--- config.mk ---
export PLATFORM = sky130hd
export DESIGN_NAME = sleep_state_ctrl
export DESIGN_NICKNAME = d
export VERILOG_FILES = /design/src/rtl/slp_pkg.sv /design/src/rtl/pin_deglitch.sv /design/src/rtl/s3_delay_timer.sv /design/src/rtl/power_state_fsm.sv /design/src/rtl/sleep_state_ctrl.sv
export SDC_FILE = /design/constraint.sdc
export NUM_CORES = 1
export LEC_CHECK = 0
export BUFFER_PORTS_ARGS = -buffer_cell sky130_fd_sc_hd__buf_2
export CAP_MARGIN = 40
export CORE_MARGIN = 3
export CORE_UTILIZATION = 55
export CTS_BUF_LIST = sky130_fd_sc_hd__clkbuf_8 sky130_fd_sc_hd__clkbuf_16
export DETAILED_ROUTE_END_ITERATION = 12
export PLACE_DENSITY = 0.75
export SKIP_CTS_REPAIR_TIMING = 1
export SYNTH_ARGS = -nofsm -noshare
export SYNTH_HDL_FRONTEND = slang
export SYNTH_HIERARCHICAL = 1
export SYNTH_SLANG_ARGS = --single-unit
--- constraint.sdc ---
create_clock -name clk -period 2.1 [get_ports clk]
set_clock_uncertainty 0.2 [all_clocks]
set_input_delay 0.21 -clock clk [delete_from_list [all_inputs] [get_ports clk]]
set_output_delay 0.21 -clock clk [all_outputs]
set_load 0.05 [all_outputs]
--- src/rtl/slp_pkg.sv ---
package slp_pkg;

  typedef enum logic [1:0] {
    PS_ACTIVE  = 2'b00,
    PS_SUSPEND = 2'b01,
    PS_SOFTOFF = 2'b10
  } pstate_e;

  // Request codes seen as {s5_n, s3_n}
  localparam logic [1:0] REQ_RUN     = 2'b11;
  localparam logic [1:0] REQ_SUSPEND = 2'b10;
  localparam logic [1:0] REQ_BAD     = 2'b01;
  localparam logic [1:0] REQ_OFF     = 2'b00;

  // Next-state rule; expire marks the end of the suspend delay
  function automatic pstate_e step_state(pstate_e cur, logic [1:0] req, logic expire);
    pstate_e nxt;
    nxt = cur;
    case (req)
      REQ_RUN:     nxt = PS_ACTIVE;
      REQ_OFF:     nxt = PS_SOFTOFF;
      REQ_SUSPEND: if (cur == PS_ACTIVE && expire) nxt = PS_SUSPEND;
      default:     nxt = cur;
    endcase
    return nxt;
  endfunction

  // Rail enables: bit1 = 5V dual, bit0 = 3.3V aux
  function automatic logic [1:0] rails_for(pstate_e st, logic keep5);
    return {(st != PS_SOFTOFF) | keep5, 1'b1};
  endfunction

endpackage

--- src/rtl/pin_deglitch.sv ---
module pin_deglitch #(
  parameter int DEPTH = 4
) (
  input  logic clk,
  input  logic rst_n,
  input  logic tick,
  input  logic raw,
  output logic filt
);
  localparam int CW = (DEPTH > 1) ? $clog2(DEPTH) : 1;
  localparam logic [CW-1:0] LAST = CW'(DEPTH - 1);

  logic [1:0]    sync_q;
  logic [CW-1:0] cnt_q;
  logic          differs;
  logic          accept;

  assign differs = sync_q[1] != filt;
  assign accept  = differs && tick && (cnt_q == LAST);

  always_ff @(posedge clk or negedge rst_n) begin
    if (!rst_n) begin
      sync_q <= 2'b00;
      cnt_q  <= '0;
      filt   <= 1'b0;
    end else begin
      sync_q <= {sync_q[0], raw};
      if (!differs) begin
        cnt_q <= '0;
      end else if (tick) begin
        if (accept) begin
          filt  <= sync_q[1];
          cnt_q <= '0;
        end else begin
          cnt_q <= cnt_q + 1'b1;
        end
      end
    end
  end


  filt_moves_on_tick_chk: assert property (@(posedge clk) disable iff (!rst_n)
    !tick |=> $stable(filt));

  filt_cnt_range_chk: assert property (@(posedge clk) disable iff (!rst_n)
    cnt_q <= LAST);

endmodule

--- src/rtl/s3_delay_timer.sv ---
module s3_delay_timer #(
  parameter int DELAY = 60
) (
  input  logic clk,
  input  logic rst_n,
  input  logic tick,
  input  logic run,
  output logic expire
);
  localparam int TW = (DELAY > 1) ? $clog2(DELAY) : 1;
  localparam logic [TW-1:0] LAST = TW'(DELAY - 1);

  logic [TW-1:0] tmr_q;

  assign expire = run && tick && (tmr_q == LAST);

  always_ff @(posedge clk or negedge rst_n) begin
    if (!rst_n) begin
      tmr_q <= '0;
    end else if (!run || expire) begin
      tmr_q <= '0;
    end else if (tick) begin
      tmr_q <= tmr_q + 1'b1;
    end
  end


  tmr_cleared_chk: assert property (@(posedge clk) disable iff (!rst_n)
    !run |=> tmr_q == '0);

  tmr_range_chk: assert property (@(posedge clk) disable iff (!rst_n)
    tmr_q <= LAST);

endmodule

--- src/rtl/power_state_fsm.sv ---
module power_state_fsm
  import slp_pkg::*;
#(
  parameter bit KEEP_5V_OFF = 1'b0
) (
  input  logic       clk,
  input  logic       rst_n,
  input  logic [1:0] req,
  input  logic       expire,
  output pstate_e    state,
  output logic       delay_run,
  output logic [1:0] rails
);
  logic blocked_move;
  logic illegal_code;

  assign delay_run    = (state == PS_ACTIVE) && (req == REQ_SUSPEND);
  assign blocked_move = (state == PS_SOFTOFF) && (req == REQ_SUSPEND);
  assign illegal_code = (req == REQ_BAD);
  assign rails        = rails_for(state, KEEP_5V_OFF);

  always_ff @(posedge clk or negedge rst_n) begin
    if (!rst_n) state <= PS_SOFTOFF;
    else        state <= step_state(state, req, expire);
  end


  no_off_to_suspend_chk: assert property (@(posedge clk) disable iff (!rst_n)
    blocked_move |=> state == PS_SOFTOFF);

  bad_code_hold_chk: assert property (@(posedge clk) disable iff (!rst_n)
    illegal_code |=> state == $past(state));

  off_immediate_chk: assert property (@(posedge clk) disable iff (!rst_n)
    req == REQ_OFF |=> state == PS_SOFTOFF);

  suspend_needs_expire_chk: assert property (@(posedge clk) disable iff (!rst_n)
    (state == PS_ACTIVE && !expire) |=> state != PS_SUSPEND);

  aux_always_on_chk: assert property (@(posedge clk) disable iff (!rst_n)
    rails[0]);

  legal_state_chk: assert property (@(posedge clk) disable iff (!rst_n)
    state != 2'b11);

endmodule

--- src/rtl/sleep_state_ctrl.sv ---
module sleep_state_ctrl
  import slp_pkg::*;
#(
  parameter int FILTER_TICKS = 4,
  parameter int DELAY_TICKS  = 60,
  parameter bit KEEP_5V_OFF  = 1'b0
) (
  input  logic       clk,
  input  logic       rst_n,
  input  logic       tick,
  input  logic       slp_s3_n,
  input  logic       slp_s5_n,
  output logic [1:0] ps_code,
  output logic [1:0] rail_en
);
  logic [1:0] raw_req;
  logic [1:0] filt_req;
  logic       expire;
  logic       delay_run;
  pstate_e    state;

  assign raw_req = {slp_s5_n, slp_s3_n};

  for (genvar i = 0; i < 2; i++) begin : g_filt
    pin_deglitch #(.DEPTH(FILTER_TICKS)) u_dg (
      .clk  (clk),
      .rst_n(rst_n),
      .tick (tick),
      .raw  (raw_req[i]),
      .filt (filt_req[i])
    );
  end

  s3_delay_timer #(.DELAY(DELAY_TICKS)) u_tmr (
    .clk   (clk),
    .rst_n (rst_n),
    .tick  (tick),
    .run   (delay_run),
    .expire(expire)
  );

  power_state_fsm #(.KEEP_5V_OFF(KEEP_5V_OFF)) u_fsm (
    .clk      (clk),
    .rst_n    (rst_n),
    .req      (filt_req),
    .expire   (expire),
    .state    (state),
    .delay_run(delay_run),
    .rails    (rail_en)
  );

  assign ps_code = state;


  run_code_wakes_chk: assert property (@(posedge clk) disable iff (!rst_n)
    filt_req == REQ_RUN |=> ps_code == 2'b00);

endmodule

# Word-level counts from Yosys, hierarchy flattened
# Index checks and enable logic that the tools add are counted.
# classes
add_sub_neg	3
multipliers	0
div	0
magnitude_cmp	0
n_eq_ne	11
shift	0
n_mux	10
bitwise_logic	0
reduce_logical	17
# op_table
operator	n
2-bit 2-to-1 mux	7
6-bit 2-to-1 mux	2
2-bit == test, second input constant	4
1-bit logical AND	8
2-bit != test, second input constant	4
6-bit by 1-bit adder with 6-bit output, second input constant	1
6-bit == test, second input constant	1
2-bit one-hot mux with 3 select lines	1
3-bit AND reduction	2
2-bit by 1-bit adder with 2-bit output, second input constant	2
2-bit zero test	2
3-bit nonzero test	1
1-bit != test	2
2-bit AND reduction	1
2-bit nonzero test	1
1-bit zero test	1
1-bit logical OR	1
# word_totals
reg_bits	18
latchBits	0
ram_bits	0
mem_bits_ro	0
in_bits	5
word_cells	49
n_memories	0

# Logic depth before layout (Yosys ltp)
# logic_depth
depth_word	7
mapped_depth	6

# Cells and area by module
# Netlist, hierarchy kept.
# by_module_without_submodules
mod	instances	cells_per_inst	area_each_um2	seq_area_each_um2
pin_deglitch	2	14	195.2	125.1
s3_delay_timer	1	34	332.8	150.1
power_state_fsm	1	13	120.1	51.3

# Least setup slack after synthesis
# Ideal clock, no wire load.
# synth_timing
kind	reg-to-reg
start	register u_fsm.state[0]
end	register u_tmr.tmr_q[0]
setup_ns	0.125
arrival_ns	1.436
path_slack_ns	0.339
stages_incl_launch_ff	5
synth_period_minus_slack_ns	1.761
path_cell_list	dfrtp_1 > nor3_1 > nand4_1 > o21ai_1 > nor2_1
# synth_between
elab_chain_len	6
word_cells_on_any_way	8
classes_between	mux: 1; reduce/logical: 7
# synth_rtl
item	line_no	text
start: declaration	power_state_fsm.sv:10	output pstate_e state,
start signal: assignment	power_state_fsm.sv:24	else state <= step_state(state, req, expire);
2-bit zero test *	power_state_fsm.sv:17	assign delay_run = (state == PS_ACTIVE) && (req == REQ_SUSPEND);
1-bit logical AND *	power_state_fsm.sv:17	
named net delay_run	sleep_state_ctrl.sv:19	logic delay_run;
1-bit logical AND (2 in series)	s3_delay_timer.sv:15	assign expire = run && tick && (tmr_q == LAST);
1-bit logical OR *	s3_delay_timer.sv:20	end else if (!run || expire) begin
6-bit 2-to-1 mux / 2-bit nonzero test (equally long branches)	-	
end signal: assignment	s3_delay_timer.sv:23	tmr_q <= tmr_q + 1'b1;
end: declaration	s3_delay_timer.sv:13	logic [TW-1:0] tmr_q;
# Mark *: on every way through the listed nets, which the timed path passes. The rest lies on a longest branch.
# A chain may end at the register's enable or synchronous reset.

# Worst setup path after layout
# layout_timing
start	register g_filt[0].u_dg.filt
end	register u_tmr.tmr_q[3]
# layout_between
elab_chain_len	6
word_cells_on_any_way	8
classes_between	eq/ne: 1; mux: 1; reduce/logical: 6
# layout_rtl
item	line_no	text
start: declaration	pin_deglitch.sv:8	output logic filt
start signal: assignment	pin_deglitch.sv:32	filt <= sync_q[1];
2-bit == test *	power_state_fsm.sv:17	
1-bit logical AND *	power_state_fsm.sv:17	
named net delay_run	sleep_state_ctrl.sv:19	
1-bit logical AND (2 in series)	s3_delay_timer.sv:15	
1-bit logical OR *	s3_delay_timer.sv:20	
6-bit 2-to-1 mux / 2-bit nonzero test (equally long branches)	-	
# Marks and branches as above.

==> results.ini <==
[synthesis]
yosysTopAreaCellShare_pct = 50.4
avgSynthCellArea_um2 = 11.2
synth_seq_cells = 18
synth_fp_nets = 83
synth.distinct_cells = 30
netlist_instances = 75
yosysTopAreaCell = dfrtp_1
syn-cell-area_um2 = 843
synth_seq_area_share_pct = 53.6
yosysWarnings = 6
synth.area.top_cells = dfrtp_1 50%, ha_1 4.5%, mux2i_1 3.6%, dfstp_2 3.1%, nand2_1 3.1%

[status]
status = complete, no violations

[critical_path]
critical_path.slowest_cell = dfrtp_1
regToRegSetupSlack_ns = 0.24
crit_path_start_kind = register
worstPathCellList = nand2b_4 -> nor3_1 -> nand4_1 -> o21ai_1 -> nor2_1
path_buf_inv = 0
critPathRequiredTime_ns = 2.03
cp_max_fo = 6
crit_type = reg2reg
critPathArrivalTime_ns = 1.79
max_stage_delay_ns = 0.44
critical_path.endpoint_type = register
path_delay_family = simple AND/OR/NAND/NOR gates

[layout]
drive_above_1_share_pct = 17.2
final_cell_mix = 17 x dfrtp_1, 7 x nand2_1, 7 x nor2_1, 7 x buf_2, 4 x a21oi_1
fin_nets = 96
diodes = 0
syn_to_final_growth_pct = 13.1
layout_commonest_cell = dfrtp_1

[worst_hold_path]
hold_class = reg2reg

[clock_tree]
clk_latency_ns = 0.25
clock_path_buffers = 2
clk_pin_slew_worst_paths_ns = 0.07
htreeDepth = 1
root_buffer = clkbuf_8
cts_tree = built
cts_buffers = 3
clock-sinks = 18

[floorplanning]
die_w_um = 45.2
rows = 13
ios = 9
die_area_um2 = 2040
die_h_um = 45.2
core_area_um2 = 1370
start_util_pct = 61.7

[placed_design]
numPortBuffers = 7
place.detailed.hpwl_um = 959
gp_congestion = 0.767
dp_slack_ns = 0.262

[sta]
max_freq_mhz = 537
fin_ws_ns = 0.239
setup_tns_ns = 0
setup_viol = 0
fin_crit_ns = 1.86
fin_crit_sh_pct = 88.6
hold_viol = 0
slew_violations = 0
rsz0062_at_grt = no

[route]
finalWirelength_mm = 1.29
vias = 551
via_per_inst = 5.40
wire_per_inst_um = 12.7
drc = 0
drtPass1Iterations = 4
postRouteAntennaNets = 0
drt-initial-drc-count = 9

[grt]
track_usage_pct = 15.4
grt_pass1_vias = 528
grt_overflow = 0
grt_max_degree = 19
grt_pass1_wl_mm = 2.18
grt_antenna_before_repair = 0

[flow_run]
max_cap_viol_count = 0

[pwr]
vdd_drop_max_mv = 0.787
p_per_area_nw_per_um2 = 991
p_leak_nw = 0.446

[synthesized netlist by cell type]
master and count:
or3_1 1, a21oi_1 4, a21o_1 1, o22ai_1 1
o21ai_0 2, buf_4 1, nor3_1 1, nand2_1 7
o211ai_1 1, nand3_1 2, dfrtp_1 17, ha_1 3
nand2b_1 3, nand4_4 1, xnor2_1 3, o21ai_1 1
nand3b_1 2, conb_1 1, nor2_1 7, inv_1 2
nand4_1 1, a31oi_1 1, or2b_1 1, xor2_1 1
mux2_2 2, dfstp_2 1, or3b_1 2, nand2b_4 1
buf_6 1, mux2i_1 3
[state kept, by name, summed over array words and instances (netlist names)]
| register | cells |
|---|---|
| u_tmr/tmr_q | 6 |
| g_filt.u_dg/cnt_q | 4 |
| u_fsm/state | 2 |
| g_filt.u_dg/filt | 2 |
| g_filt.u_dg/sync_q | 4 |
[routing by layer]
layer,global-route usage (%),routed length (um),part of all wire (%)
met5,0,0,0
met4,10.5,23,1.8
met3,4.78,63,4.9
met2,23.2,594,46
met1,18.7,613,47
[cell families (layout without fill, tap and decap cells)]
kind of cell / count (synthesis) / after routing / share of synthesized area, %
AOI/OAI and AO/OA: 11 / 11 / 7.42
and+or+nand+nor: 29 / 29 / 20.6
other: 1 / 1 / 0.445
buffers and inverters: 4 / 16 / 3.12
xor gates and xnor gates: 4 / 4 / 4.16
muxes: 5 / 5 / 6.23
DFF: 18 / 18 / 53.6
adders and majority gates: 3 / 3 / 4.45
[worst register-to-register path, delay by kind of cell, from the launching register on]
kind	cells	cell delay [ns]
compound gates	1	0.27
simple gates	4	0.85
flops	1	0.44
[final timing paths]
path | from | end | cells after the start
worst max-delay path | g_filt[0].u_dg/filt | u_tmr/tmr_q[3] | 5
worst min-delay path | g_filt[1].u_dg/sync_q[0] | g_filt[1].u_dg/sync_q[1] | 0
worst max register to register | g_filt[0].u_dg/filt | u_tmr/tmr_q[3] | 5
worst min register to register | g_filt[1].u_dg/sync_q[0] | g_filt[1].u_dg/sync_q[1] | 0
max in group asynchronous | rst_n | u_fsm/state[1] | 2
min in group asynchronous | rst_n | u_tmr/tmr_q[5] | 2
[power by group]
part,total [mW],internal [mW],switching [mW],leakage [nW]
combinational,0.228,0.109,0.120,0.184
sequential,0.475,0.411,0.0641,0.235
clock,0.241,0.130,0.111,0.0269
[per-stage QoR]
stage / hold WS [ns] / utilization (%) / std cells / total power, mW / area (um2)
after floorplan: -0.286 / - / 75 / 0.648 / 843
after global placement: -0.0503 / 64.3 / 95 / 0.686 / 878
after detailed placement: -0.0492 / 64.3 / 95 / 0.712 / 878
after CTS: -0.319 / 67.6 / 99 / 0.947 / 923
after global routing: 0.163 / 69.8 / 102 / 0.995 / 953
final: 0.148 / 69.8 / 102 / 0.944 / 953
[layout make-up]
type / instances / area (um2)
sequential: 18 / 452
fill: 99 / 413
multi-input combinational: 53 / 365
timing repair buffer: 10 / 65.1
clock buffer: 3 / 41.3
tap: 15 / 18.8
inverter: 2 / 7.51
clock inverter: 1 / 3.75
No activity file was read; power rests on OpenSTA's default activity.
